--- src/rtl/mbirq_pkg.sv ---
package mbirq_pkg;
  localparam int unsigned NUM_BUF   = 32;
  localparam int unsigned FIFO_SPAN = 8;
  localparam int unsigned BIT_AVAIL = 5;
  localparam int unsigned BIT_WARN  = 6;
  localparam int unsigned BIT_OVF   = 7;
  localparam int unsigned RSVD_CNT  = 5;

  typedef logic [NUM_BUF-1:0] flag_vec_t;

  typedef enum logic {
    SEL_FLAGS = 1'b0,
    SEL_MASK  = 1'b1
  } reg_sel_e;

  // Vector with the lowest n bits set.
  function automatic flag_vec_t low_ones(int unsigned n);
    flag_vec_t v;
    v = '0;
    for (int unsigned i = 0; i < NUM_BUF; i++) begin
      if (i < n) v[i] = 1'b1;
    end
    return v;
  endfunction

  // Flags as software and the interrupt see them: reserved bits hidden in FIFO mode.
  function automatic flag_vec_t visible_flags(flag_vec_t stored, logic fifo_on);
    return fifo_on ? (stored & ~low_ones(RSVD_CNT)) : stored;
  endfunction

  // Next flag state: a set event takes priority over a clear.
  function automatic flag_vec_t next_flags(flag_vec_t cur, flag_vec_t set_v, flag_vec_t clr_v);
    return set_v | (cur & ~clr_v);
  endfunction
endpackage

--- src/rtl/mbirq_event_map.sv ---
module mbirq_event_map
  import mbirq_pkg::*;
(
  input  logic      fifo_mode,
  input  flag_vec_t buf_done,
  input  logic      fifo_avail,
  input  logic      fifo_warn,
  input  logic      fifo_ovf,
  output flag_vec_t set_vec
);
  for (genvar i = 0; i < NUM_BUF; i++) begin : g_map
    if (i == BIT_AVAIL) begin : g_avail
      assign set_vec[i] = fifo_mode ? fifo_avail : buf_done[i];
    end else if (i == BIT_WARN) begin : g_warn
      assign set_vec[i] = fifo_mode ? fifo_warn : buf_done[i];
    end else if (i == BIT_OVF) begin : g_ovf
      assign set_vec[i] = fifo_mode ? fifo_ovf : buf_done[i];
    end else if (i < FIFO_SPAN) begin : g_rsvd
      assign set_vec[i] = fifo_mode ? 1'b0 : buf_done[i];
    end else begin : g_plain
      assign set_vec[i] = buf_done[i];
    end
  end
endmodule

--- src/rtl/mbirq_flag_array.sv ---
module mbirq_flag_array
  import mbirq_pkg::*;
(
  input  logic      clk,
  input  logic      rst_n,
  input  logic      fifo_mode,
  input  flag_vec_t set_vec,
  input  logic      clr_we,
  input  flag_vec_t clr_data,
  output flag_vec_t flag_q
);
  flag_vec_t clr_vec;
  flag_vec_t flag_d;

  // Reserved bits cannot be cleared while FIFO mode hides them.
  assign clr_vec = clr_we ? (clr_data & ~(fifo_mode ? low_ones(RSVD_CNT) : '0)) : '0;
  assign flag_d  = next_flags(flag_q, set_vec, clr_vec);

  always_ff @(posedge clk or negedge rst_n) begin
    if (!rst_n) flag_q <= '0;
    else        flag_q <= flag_d;
  end

  for (genvar i = 0; i < NUM_BUF; i++) begin : g_chk
    AST_FLAG_SETS: assert property (@(posedge clk) disable iff (!rst_n)
      set_vec[i] |=> flag_q[i]);
    AST_FLAG_STICKY: assert property (@(posedge clk) disable iff (!rst_n)
      (flag_q[i] && !clr_vec[i]) |=> flag_q[i]);
    AST_FLAG_CLEARS: assert property (@(posedge clk) disable iff (!rst_n)
      (clr_vec[i] && !set_vec[i]) |=> !flag_q[i]);
    AST_NO_SPURIOUS: assert property (@(posedge clk) disable iff (!rst_n)
      (!flag_q[i] && !set_vec[i]) |=> !flag_q[i]);
  end

  for (genvar r = 0; r < RSVD_CNT; r++) begin : g_rsvd_chk
    AST_RSVD_HELD: assert property (@(posedge clk) disable iff (!rst_n)
      fifo_mode |=> flag_q[r] == $past(flag_q[r]));
  end
endmodule

--- src/rtl/mbirq_irq_gen.sv ---
module mbirq_irq_gen
  import mbirq_pkg::*;
(
  input  logic      clk,
  input  logic      rst_n,
  input  logic      mask_we,
  input  flag_vec_t mask_wdata,
  input  flag_vec_t vis_flags,
  output flag_vec_t mask_q,
  output logic      irq
);
  logic pending;

  assign pending = |(vis_flags & mask_q);

  always_ff @(posedge clk or negedge rst_n) begin
    if (!rst_n) begin
      mask_q <= '0;
      irq    <= 1'b0;
    end else begin
      if (mask_we) mask_q <= mask_wdata;
      irq <= pending;
    end
  end

  AST_IRQ_RISE: assert property (@(posedge clk) disable iff (!rst_n)
    pending |=> irq);
  AST_IRQ_FALL: assert property (@(posedge clk) disable iff (!rst_n)
    !pending |=> !irq);
  AST_MASK_HOLD: assert property (@(posedge clk) disable iff (!rst_n)
    !mask_we |=> $stable(mask_q));
endmodule

--- src/rtl/mbirq_bank.sv ---
module mbirq_bank
  import mbirq_pkg::*;
(
  input  logic        clk,
  input  logic        rst_n,
  input  logic [31:0] buf_done,
  input  logic        fifo_avail,
  input  logic        fifo_warn,
  input  logic        fifo_ovf,
  input  logic        fifo_mode,
  input  logic        reg_we,
  input  logic        reg_sel,
  input  logic [31:0] reg_wdata,
  output logic [31:0] reg_rdata,
  output logic        irq
);
  flag_vec_t set_vec;
  flag_vec_t flag_q;
  flag_vec_t vis_flags;
  flag_vec_t mask_q;
  logic      flag_we;
  logic      mask_we;

  assign flag_we = reg_we && (reg_sel_e'(reg_sel) == SEL_FLAGS);
  assign mask_we = reg_we && (reg_sel_e'(reg_sel) == SEL_MASK);

  mbirq_event_map u_map (
    .fifo_mode (fifo_mode),
    .buf_done  (buf_done),
    .fifo_avail(fifo_avail),
    .fifo_warn (fifo_warn),
    .fifo_ovf  (fifo_ovf),
    .set_vec   (set_vec)
  );

  mbirq_flag_array u_flags (
    .clk      (clk),
    .rst_n    (rst_n),
    .fifo_mode(fifo_mode),
    .set_vec  (set_vec),
    .clr_we   (flag_we),
    .clr_data (reg_wdata),
    .flag_q   (flag_q)
  );

  assign vis_flags = visible_flags(flag_q, fifo_mode);

  mbirq_irq_gen u_irq (
    .clk       (clk),
    .rst_n     (rst_n),
    .mask_we   (mask_we),
    .mask_wdata(reg_wdata),
    .vis_flags (vis_flags),
    .mask_q    (mask_q),
    .irq       (irq)
  );

  always_comb begin
    if (reg_sel_e'(reg_sel) == SEL_MASK) reg_rdata = mask_q;
    else                                 reg_rdata = vis_flags;
  end

  AST_RSVD_READ_ZERO: assert property (@(posedge clk) disable iff (!rst_n)
    (fifo_mode && reg_sel == 1'b0) |-> reg_rdata[RSVD_CNT-1:0] == '0);
  AST_LOW_BUF_IGNORED: assert property (@(posedge clk) disable iff (!rst_n)
    (fifo_mode && !flag_q[0] && !flag_we) |=> !flag_q[0]);
endmodule

--- config.mk ---
export PLATFORM = sky130hd
export DESIGN_NAME = mbirq_bank
export DESIGN_NICKNAME = d
export VERILOG_FILES = /design/src/rtl/mbirq_pkg.sv /design/src/rtl/mbirq_event_map.sv /design/src/rtl/mbirq_flag_array.sv /design/src/rtl/mbirq_irq_gen.sv /design/src/rtl/mbirq_bank.sv
export SDC_FILE = /design/constraint.sdc
export NUM_CORES = 1
export LEC_CHECK = 0
export ABC_AREA = 1
export BUFFER_PORTS_ARGS = -buffer_cell sky130_fd_sc_hd__buf_2
export CELL_PAD_IN_SITES_DETAIL_PLACEMENT = 2
export CELL_PAD_IN_SITES_GLOBAL_PLACEMENT = 2
export CORE_MARGIN = 3
export CORE_UTILIZATION = 28
export CTS_CLUSTER_DIAMETER = 100
export DETAILED_ROUTE_END_ITERATION = 10
export HOLD_SLACK_MARGIN = 0.02
export MAX_ROUTING_LAYER = met4
export PLACE_DENSITY = 0.89
export SETUP_SLACK_MARGIN = 0.3
export SLEW_MARGIN = 5
export SYNTH_ARGS = -nofsm -noshare
export SYNTH_HDL_FRONTEND = slang
export SYNTH_SLANG_ARGS = --single-unit
--- constraint.sdc ---
create_clock -name clk -period 1.05 [get_ports clk]
set_input_delay 0.0525 -clock clk [delete_from_list [all_inputs] [get_ports clk]]
set_output_delay 0.0525 -clock clk [all_outputs]
set_load 0.02 [all_outputs]
==> flow_summary.yaml <==
final_layout:
  nets: 750
  layout_common_cells: "nand2_1, buf_6, buf_2"
  final_core_util_pct: 54.9
  n_antenna_cell: 0
  drive_gt1_share_pct: 50.8
  nFillCells: 1229
  areaGrowthSynthToFinish_pct: 88.0
  final_common_cell: "nand2_1"
  stdcell_count: 826
global_route:
  grt_pass1_vias: 4675
  grt_pass1_wl_um: 27400
  grtUsageTotal_pct: 28.3
  antenna_found_initial: 0
  grt_max_degree: 66
  grt_overflow: 0
yosys:
  syn_avg_cell_area_um2: 7.71
  seq_area_frac_synth_pct: 47.9
  synth_area_leaders: "dfrtp_1, nand2_1, o21ai_2, inv_1, buf_6"
  synth_cell_types: 14
  synth_warnings: 0
  synth_largest_area_cell: "dfrtp_1"
  synthCells: 440
  ys_ff_latch: 65
  synth_top_cell_area_share_pct: 47.9
  synth_area_mm2: 0.00339
  syn-num-nets: 512
pwr:
  max-vdd-ir-drop_v: 0.00133
  switching_power_w: 0.00315
  p_clk_share_pct: 36.5
  swShare_pct: 34.2
  combPwrFrac_pct: 30.7
  power_w: 0.00921
  power_density_mw_per_mm2: 1440
  power.leakage_nw: 3.23
  p_seq_share_pct: 32.7
  internal_power_w: 0.00606
clock_tree:
  cts_tree: "done"
  cts-root-buf: "clkbuf_16"
  clk_path_buf_depth: 2
  clkTransAtPathRegs_ns: 0.06
  clk-insertion-delay-late_ns: 0.35
  cts_num_sinks: 65
  h-tree-depth: 3
  cts_buffers: 9
floorplan:
  die_height_um: 116
  boundaryPins: 105
  core_mm2: 0.0116
  dieArea_mm2: 0.0135
  die_w_um: 116
  num_rows: 39
  initial_core_util_pct: 29.2
sta:
  slew_violations: 0
  fin_worst_skew_ns: 0.00854
  fin_ws_ns: -0.390
  maxSlewHeadroom_pct: 73.0
  rsz0062_at_grt: "yes"
  tightestPinTransition_ns: 0.405
  hold_viol: 0
  finalSetupViolations: 34
  fin_crit_ns: 1.44
  period_share_pct: 137
  fmax_ghz: 0.695
routing:
  via_per_inst: 5.03
  drtAntennaViolNets: 0
  firstDrtPassIters: 4
  totalWireLength_um: 21900
  avgRoutedWirePerCell_um: 26.6
  vias: 4153
  drt_iter0_drc: 178
  drc: 0
setup_path:
  critPathSlowestCell: "dfrtp_1"
  cp_max_fo: 2
  rrSetupSlack_ns: -0.39
  path_cells: "buf_4, nand2_1, inv_1, nor2_1, nand2_1, nor2_2, nand3_2"
  cp.arrival_ns: 1.66
  cpPeakStageDelay_ns: 0.41
  crit_top_cell: "nand2_1"
  crit_family: "simple AND/OR/NAND/NOR gates"
  start_kind: "flop"
  crit_type: "reg2reg"
  worstPathRequired_ns: 1.27
  cp_num_buf_inv: 2
  critPathCaptureType: "flop"
placed_design:
  gp_congestion: 0.747
  dp_cells: 697
  portBuffers: 104
  hpwl_um: 8900
status:
  outcome: "complete, but fails checks"
  violations: "setup timing"
flow_run:
  cap_violations: 0
hold_path:
  worstHoldPathType: "in2reg"
[repair_timing]
item / 4_1_cts / 5_1_grt
cloned: 0 / 0
hold endpoints to repair: 117 / 0
buffers inserted: 37 / 18
pin swaps: 59 / 50
resized for setup: 138 / 121
hold buffers: 58 / 0
endpoints found under the setup margin: 41 / 77
[flip-flops by register name (all words and copies together), names as in the netlist]
| register | count |
|---|---|
| u_flags.flag_q | 32 |
| u_irq.irq | 1 |
| u_irq.mask_q | 32 |
[synth_stat cells (all sizes together)]
master    n
and3      1
nand3    15
buf      16
nand2   210
nor2      9
o21ai    64
inv      60
dfrtp    65
[power by group through the flow]
stage	clock network, W	logic (W)	registers, W
finish	0.00336	0.00283	0.00301
global route	0.00348	0.00298	0.00303
CTS	0.00319	0.00223	0.00292
detailed placement	0	0.00156	0.00296
global placement	0	0.00149	0.00293
floorplan	0	0.000900	0.00292
[tightest hold or removal path, cell delays in order]
cell and delay, ns:
buf_2 0.11, inv_1 0.08, o21ai_1 0.08
[stage by stage]
step | instance area, µm² | TNS [ns] | hold slack, ns | setup WS [ns]
5_1_grt | 6380 | -4.97 | 0.0319 | -0.405
3_5_place_dp | 4240 | -0.0930 | 0.102 | -0.0929
3_3_place_gp | 4240 | -0.0558 | 0.0985 | -0.0558
2_1_floorplan | 3390 | 0 | -0.243 | 0.167
6_report | 6380 | -4.20 | 0.0117 | -0.390
4_1_cts | 5820 | -1.53 | 0.0201 | -0.115
[cells by family (layout without fill, tap and decap cells)]
logic type | Yosys count | in the layout | synth area share [%]
AO/OA/AOI/OAI | 64 | 64 | 14.2
buffers and inverters | 76 | 319 | 10.8
flip-flops | 65 | 65 | 47.9
AND/OR/NAND/NOR | 235 | 235 | 27.1
[path summary, 6_finish.rpt]
check	start	end	depth (start not counted)
worst max-delay path	u_flags.flag_q[10]	u_irq.irq	7
worst min-delay path	reg_wdata[0]	u_irq.mask_q[0]	3
worst max register to register	u_flags.flag_q[10]	u_irq.irq	7
worst min register to register	u_irq.mask_q[28]	u_irq.mask_q[28]	2
max in group asynchronous	rst_n	u_flags.flag_q[6]	3
min in group asynchronous	rst_n	u_flags.flag_q[24]	3
[routing by layer]
layer | part of all wire [%] | GRT usage (%)
met4 | 4.4 | 9.67
met1 | 39 | 31.8
met5 | 0 | -
met3 | 3.2 | 4.23
met2 | 54 | 51.3
[area by class of cell]
cell class                 count  area (µm²)  share of cell area [%]
clock buffer                  14         274                    4.29
tap                          143         179                    2.80
multi-input combinational    299        1820                    28.5
inverter                      60         231                    3.63
clock inverter                 2        35.0                   0.549
sequential                    65        1630                    25.5
timing repair buffer         243        2220                    34.8
(Power assumes the default switching activity.)
